==> config.mk <==
export PLATFORM = sky130hd
export DESIGN_NAME = pfm_gate_timer
export DESIGN_NICKNAME = d
export VERILOG_FILES = /design/src/rtl/pfm_pkg.sv /design/src/rtl/pfm_word_decode.sv /design/src/rtl/pfm_prescaler.sv /design/src/rtl/pfm_half_timer.sv /design/src/rtl/pfm_gate_timer.sv
export SDC_FILE = /design/constraint.sdc
export NUM_CORES = 1
export LEC_CHECK = 0
export BUFFER_PORTS_ARGS = -buffer_cell sky130_fd_sc_hd__buf_2
export CORE_MARGIN = 2
export CORE_UTILIZATION = 40
export CTS_BUF_LIST = sky130_fd_sc_hd__clkbuf_8 sky130_fd_sc_hd__clkbuf_16
export DETAILED_ROUTE_END_ITERATION = 6
export PLACE_DENSITY_LB_ADDON = 0.15
export SLEW_MARGIN = 25
export SYNTH_ARGS = -nofsm -noshare
export SYNTH_HDL_FRONTEND = slang
export SYNTH_SLANG_ARGS = --single-unit
==> constraint.sdc <==
create_clock -name clk -period 1.64 [get_ports clk]
set_input_delay 0.246 -clock clk [delete_from_list [all_inputs] [get_ports clk]]
set_output_delay 0.246 -clock clk [all_outputs]
set_load 0.02 [all_outputs]
==> src/rtl/pfm_pkg.sv <==
package pfm_pkg;
   typedef enum logic [1:0] {
      PH_IDLE = 2'd0,
      PH_ON   = 2'd1,
      PH_OFF  = 2'd2
   } phase_t;
endpackage

==> src/rtl/pfm_word_decode.sv <==
module pfm_word_decode #(
   parameter int STEP_BITS     = 2,
   parameter int DIV_BITS      = 2,
   parameter int BASE_MIN_HALF = 4,
   parameter bit INVERT        = 1'b1,
   localparam int CW = STEP_BITS + DIV_BITS,
   localparam int HW = $clog2(BASE_MIN_HALF + (2 ** STEP_BITS))
) (
   input  logic [CW-1:0]       word_i,
   output logic [HW-1:0]       half_o,
   output logic [DIV_BITS-1:0] shift_o
);
   logic [CW-1:0] sel;

   generate
      if (INVERT) begin : g_inv
         assign sel = ~word_i;
      end else begin : g_dir
         assign sel = word_i;
      end
   endgenerate

   assign half_o  = HW'(BASE_MIN_HALF) + HW'(sel[STEP_BITS-1:0]);
   assign shift_o = sel[CW-1:STEP_BITS];
endmodule

==> src/rtl/pfm_prescaler.sv <==
module pfm_prescaler #(
   parameter int DIV_BITS = 2,
   localparam int PW = (2 ** DIV_BITS) - 1
) (
   input  logic                clk,
   input  logic                rst_n,
   input  logic                clr_i,
   input  logic [DIV_BITS-1:0] shift_i,
   output logic                tick_o
);
   logic [PW-1:0] cnt;
   logic [PW:0]   one_sh;
   logic [PW-1:0] mask;

   assign one_sh = {{PW{1'b0}}, 1'b1} << shift_i;
   assign mask   = PW'(one_sh - 1'b1);
   assign tick_o = (cnt == mask);

   always_ff @(posedge clk or negedge rst_n) begin
      if (!rst_n) begin
         cnt <= '0;
      end else if (clr_i || tick_o) begin
         cnt <= '0;
      end else begin
         cnt <= cnt + 1'b1;
      end
   end
endmodule

==> src/rtl/pfm_half_timer.sv <==
module pfm_half_timer #(
   parameter int HW = 3
) (
   input  logic          clk,
   input  logic          rst_n,
   input  logic          clr_i,
   input  logic          tick_i,
   input  logic [HW-1:0] half_i,
   output logic          last_o
);
   logic [HW-1:0] step;

   assign last_o = tick_i && (step == (half_i - HW'(1)));

   always_ff @(posedge clk or negedge rst_n) begin
      if (!rst_n) begin
         step <= '0;
      end else if (clr_i) begin
         step <= '0;
      end else if (tick_i) begin
         step <= step + 1'b1;
      end
   end
endmodule

==> src/rtl/pfm_gate_timer.sv <==
module pfm_gate_timer
   import pfm_pkg::*;
#(
   parameter int STEP_BITS     = 2,
   parameter int DIV_BITS      = 2,
   parameter int BASE_MIN_HALF = 4,
   parameter bit INVERT        = 1'b1,
   localparam int CW = STEP_BITS + DIV_BITS,
   localparam int HW = $clog2(BASE_MIN_HALF + (2 ** STEP_BITS))
) (
   input  logic          clk,
   input  logic          rst_n,
   input  logic          req,
   input  logic [CW-1:0] ctrl,
   output logic          lo_gate,
   output logic          hi_gate_n,
   output logic          cyc_done
);
   generate
      if (BASE_MIN_HALF < 2) begin : g_bad_base
         $fatal(1, "BASE_MIN_HALF must be at least 2");
      end
      if (STEP_BITS < 1 || DIV_BITS < 1) begin : g_bad_bits
         $fatal(1, "STEP_BITS and DIV_BITS must be at least 1");
      end
   endgenerate

   phase_t              ph;
   logic [HW-1:0]       half_d, half_q;
   logic [DIV_BITS-1:0] shift_d, shift_q;
   logic                tick, last, clr, start, hi_act, done_q;

   pfm_word_decode #(
      .STEP_BITS    (STEP_BITS),
      .DIV_BITS     (DIV_BITS),
      .BASE_MIN_HALF(BASE_MIN_HALF),
      .INVERT       (INVERT)
   ) u_dec (
      .word_i (ctrl),
      .half_o (half_d),
      .shift_o(shift_d)
   );

   assign clr   = (ph == PH_IDLE) || last;
   assign start = req && ((ph == PH_IDLE) || ((ph == PH_OFF) && last));

   pfm_prescaler #(.DIV_BITS(DIV_BITS)) u_pre (
      .clk    (clk),
      .rst_n  (rst_n),
      .clr_i  (clr),
      .shift_i(shift_q),
      .tick_o (tick)
   );

   pfm_half_timer #(.HW(HW)) u_half (
      .clk   (clk),
      .rst_n (rst_n),
      .clr_i (clr),
      .tick_i(tick),
      .half_i(half_q),
      .last_o(last)
   );

   always_ff @(posedge clk or negedge rst_n) begin
      if (!rst_n) begin
         half_q  <= HW'(BASE_MIN_HALF);
         shift_q <= '0;
      end else if (start) begin
         half_q  <= half_d;
         shift_q <= shift_d;
      end
   end

   always_ff @(posedge clk or negedge rst_n) begin
      if (!rst_n) begin
         ph <= PH_IDLE;
      end else begin
         unique case (ph)
            PH_IDLE: if (req)  ph <= PH_ON;
            PH_ON:   if (last) ph <= PH_OFF;
            PH_OFF:  if (last) ph <= req ? PH_ON : PH_IDLE;
            default: ph <= PH_IDLE;
         endcase
      end
   end

   always_ff @(posedge clk or negedge rst_n) begin
      if (!rst_n) begin
         hi_act <= 1'b0;
         done_q <= 1'b0;
      end else begin
         hi_act <= (ph == PH_ON) && last;
         done_q <= hi_act;
      end
   end

   assign lo_gate   = (ph == PH_ON);
   assign hi_gate_n = ~hi_act;
   assign cyc_done  = done_q;
endmodule

==> reports/results.tsv <==
stage	metric	value	unit
run_status	outcome	finished clean	
timing	finClkSkew	0.0005469	ns
route	antenna_left	0	
route	drt-wirelength-per-cell	14.43	µm
worst_setup_path	reg2reg_slack	0.01	ns
yosys	syn_inst	89	
placement	dp_hpwl	1461	µm
cells_and_area	fillers	174	
worst_setup_path	worstPathArrival	1.80	ns
die	die_area	2529	µm²
route	avgViaCountPerCell	5.589	
yosys	ys_async_sr_fraction	1.000	
route	drtPass1Iterations	4	
clock_tree	cts_buffer_depth	2	
global_route	track_usage	0.1821	
yosys	ys_warn_count	0	
timing	slew_headroom	0.6750	
global_route	grt_max_degree	15	
timing	worst_slew_pin_slew	0.4875	ns
global_route	antenna_found_initial	0	
worst_setup_path	crit_fanout	5	
pwr	switchingPower	0.8780	mW
pwr	pwr-share-seq	0.293	
pwr	p_leak	0.5077	nW
yosys	synth_cell_types	30	
die	die_w	50.29	µm
cells_and_area	stdcell_count	141	
die	rows	16	
pwr	powerDensity	1875	nW/µm²
clock_tree	clockRootBuffer	clkbuf_8	
clock_tree	clock-sinks	14	
timing	fmax	613.5	MHz
clock_tree	htree_levels	1	
clock_tree	cts_buffers	3	
timing	layout_min_cycle_time	1.630	ns
yosys	synth_ff_type	dfrtp_1	
route	drt-initial-drc-count	10	
global_route	grt_pass1_wl	3456	µm
worst_setup_path	cp-end-kind	flip-flop	
pwr	peakVddDrop	856.8	µV
placement	gp_congestion	0.7574	
cells_and_area	drive_gt1_frac	0.3860	
yosys	syn_area	857.1	µm²
cells_and_area	multiInputGateArea	560.5	µm²
cells_and_area	diodes	0	
worst_setup_path	crit_required	1.81	ns
pwr	clkPwrFrac	0.150	
worst_setup_path	crit_path_start_kind	flip-flop	
yosys	yosysSeqAreaShare	0.4088	
timing	setup_viol	0	
pwr	p_sw_frac	0.3960	
global_route	grt_pass1_vias	757	
die	start_util	0.4324	
clock_tree	clk_latency	0.24	ns
clock_tree	cts_tree	built	
route	vias	788	
die	io_pins	10	
die	core_area	1982	µm²
worst_setup_path	critPathKind	flip-flop to flip-flop	
timing	rsz0062_at_grt	yes	
yosys	synth_edf_count	0	
global_route	overflow	0	
pwr	power_frac_comb	0.558	
cells_and_area	nets	125	
cells_and_area	syn_to_final_growth	37.96	%
timing	totalNegativeSetupSlack	0	ns
cells_and_area	register_area	350.3	µm²
placement	port-buffer-count	9	
yosys	syn_nets	99	
timing	hold_violations	0	
hold_path	hp-class	input pin to flip-flop	
pwr	p_int	1.339	mW
yosys	avgSynthCellArea	9.630	µm²
yosys	ys_seq_elements	14	
placement	placed_cells	133	
route	routed_wl	2034	µm
job	drv_cap	0	
clock_tree	clk_pin_slew_worst_paths	0.06	ns
route	remaining_drc_errors	0	
timing	slew_violations	0	
timing	period_share	0.9939	
die	die_y	50.29	µm
cell type report:
| cell class | instances | share of cell area |
|---|---|---|
| Multi-Input combinational cell | 68 | 0.4741 |
| Sequential cell | 14 | 0.2963 |
| Tap cell | 27 | 0.02857 |
| Clock buffer | 4 | 0.04656 |
| Inverter | 3 | 0.009524 |
| Timing Repair Buffer | 25 | 0.1450 |
final timing paths:
check | from | endpoint | cells after the start
hold reg to reg | hi_act | cyc_done | 0
min in group asynchronous | rst_n | shift_q[0] | 2
setup / recovery | u_pre.cnt[0] | u_half.step[0] | 4
max in group asynchronous | rst_n | half_q[0] | 2
setup reg to reg | u_pre.cnt[0] | u_half.step[0] | 4
hold / removal | req | ph[0] | 3
synth_stat cells, drive strengths merged, types with 2 or more instances:
master | number | area share
a21oi | 2 | 0.012
a221oi | 5 | 0.051
and2 | 5 | 0.038
and3 | 2 | 0.015
clkbuf | 3 | 0.013
dfrtp | 14 | 0.41
ha | 3 | 0.044
inv | 3 | 0.013
nand2 | 2 | 0.0088
nand3 | 11 | 0.064
nor2 | 6 | 0.026
nor2b | 3 | 0.022
nor3 | 6 | 0.035
nor3b | 2 | 0.018
o211ai | 5 | 0.044
xnor2 | 2 | 0.020
xor2 | 3 | 0.031
stage by stage:
stage	area (µm²)	worst slack, ns	hold slack [ns]	util	power (mW)
3_3_place_gp	1015	-0.007954	0.1562	0.5120	1.582
2_1_floorplan	864.6	-0.02978	-0.04959	-	1.252
3_5_place_dp	1015	-0.09446	0.1570	0.5120	1.602
5_1_grt	1182	-0.06728	0.3157	0.5966	2.391
4_1_cts	1121	0.003857	0.2784	0.5657	2.059
6_report	1182	0.01007	0.2963	0.5966	2.217
cells by family (layout without fill, tap and decap cells):
family / after synthesis / after routing / synth area share
simple gates: 41 / 41 / 0.2613
buf+inv: 7 / 32 / 0.03065
mux: 1 / 1 / 0.01314
compound gates: 18 / 18 / 0.1913
flops: 14 / 14 / 0.4088
fa+ha+maj: 3 / 3 / 0.04380
xor+xnor: 5 / 5 / 0.05110
critical path, cell delays in order (launching register included):
cell	delay, ns
dfrtp_1	0.41
or2_4	0.25
a2111o_1	0.44
a211o_1	0.33
a21oi_2	0.12
repair_timing:
| item | CTS | global route |
|---|---|---|
| setup buffers | 1 | 2 |
| pin swaps | 2 | 8 |
| hold buffers | 1 | 0 |
| endpoints found under the hold margin | 14 | 0 |
| gates resized for setup | 6 | 9 |
| gates cloned | 0 | 0 |
| endpoints found under the setup margin | 8 | 10 |
metal layers:
| layer | GRT usage | wire length [µm] | up-vias |
|---|---|---|---|
| li1 | - | - | 385 |
| met1 | 0.2411 | 901 | 386 |
| met2 | 0.2807 | 992 | 15 |
| met3 | 0.04762 | 120 | 2 |
| met4 | 0.07658 | 19 | 0 |
| met5 | 0 | 0 | - |
state kept, by name (all words and copies together) (netlist names):
signal,flops
u_half.step,3
u_pre.cnt,3
half_q,2
ph,2
shift_q,2
cyc_done,1
hi_act,1
placed cells by master (no fill, tap or decap), types with 2 or more instances in the layout:
cell,synthesis,final
nor2b_1,3,3
buf_4,0,14
clkbuf_8,0,4
dfrtp_1,14,14
a221oi_1,5,2
nand3_1,11,10
xor2_1,3,2
nor2_1,6,6
buf_2,0,9
and2_1,4,4
inv_1,3,3
ha_1,3,2
nor3b_1,2,2
a221oi_2,0,3
nor3_1,6,6
o211ai_1,5,5
power groups by stage:
stage | Clock [mW] | Combinational (mW) | Sequential [mW]
after floorplan | 0 | 0.629 | 0.623
after global placement | 0 | 0.948 | 0.633
after detailed placement | 0 | 0.966 | 0.637
after CTS | 0.339 | 1.09 | 0.631
after global routing | 0.355 | 1.36 | 0.676
final | 0.332 | 1.24 | 0.649
(Power assumes the default switching activity.)
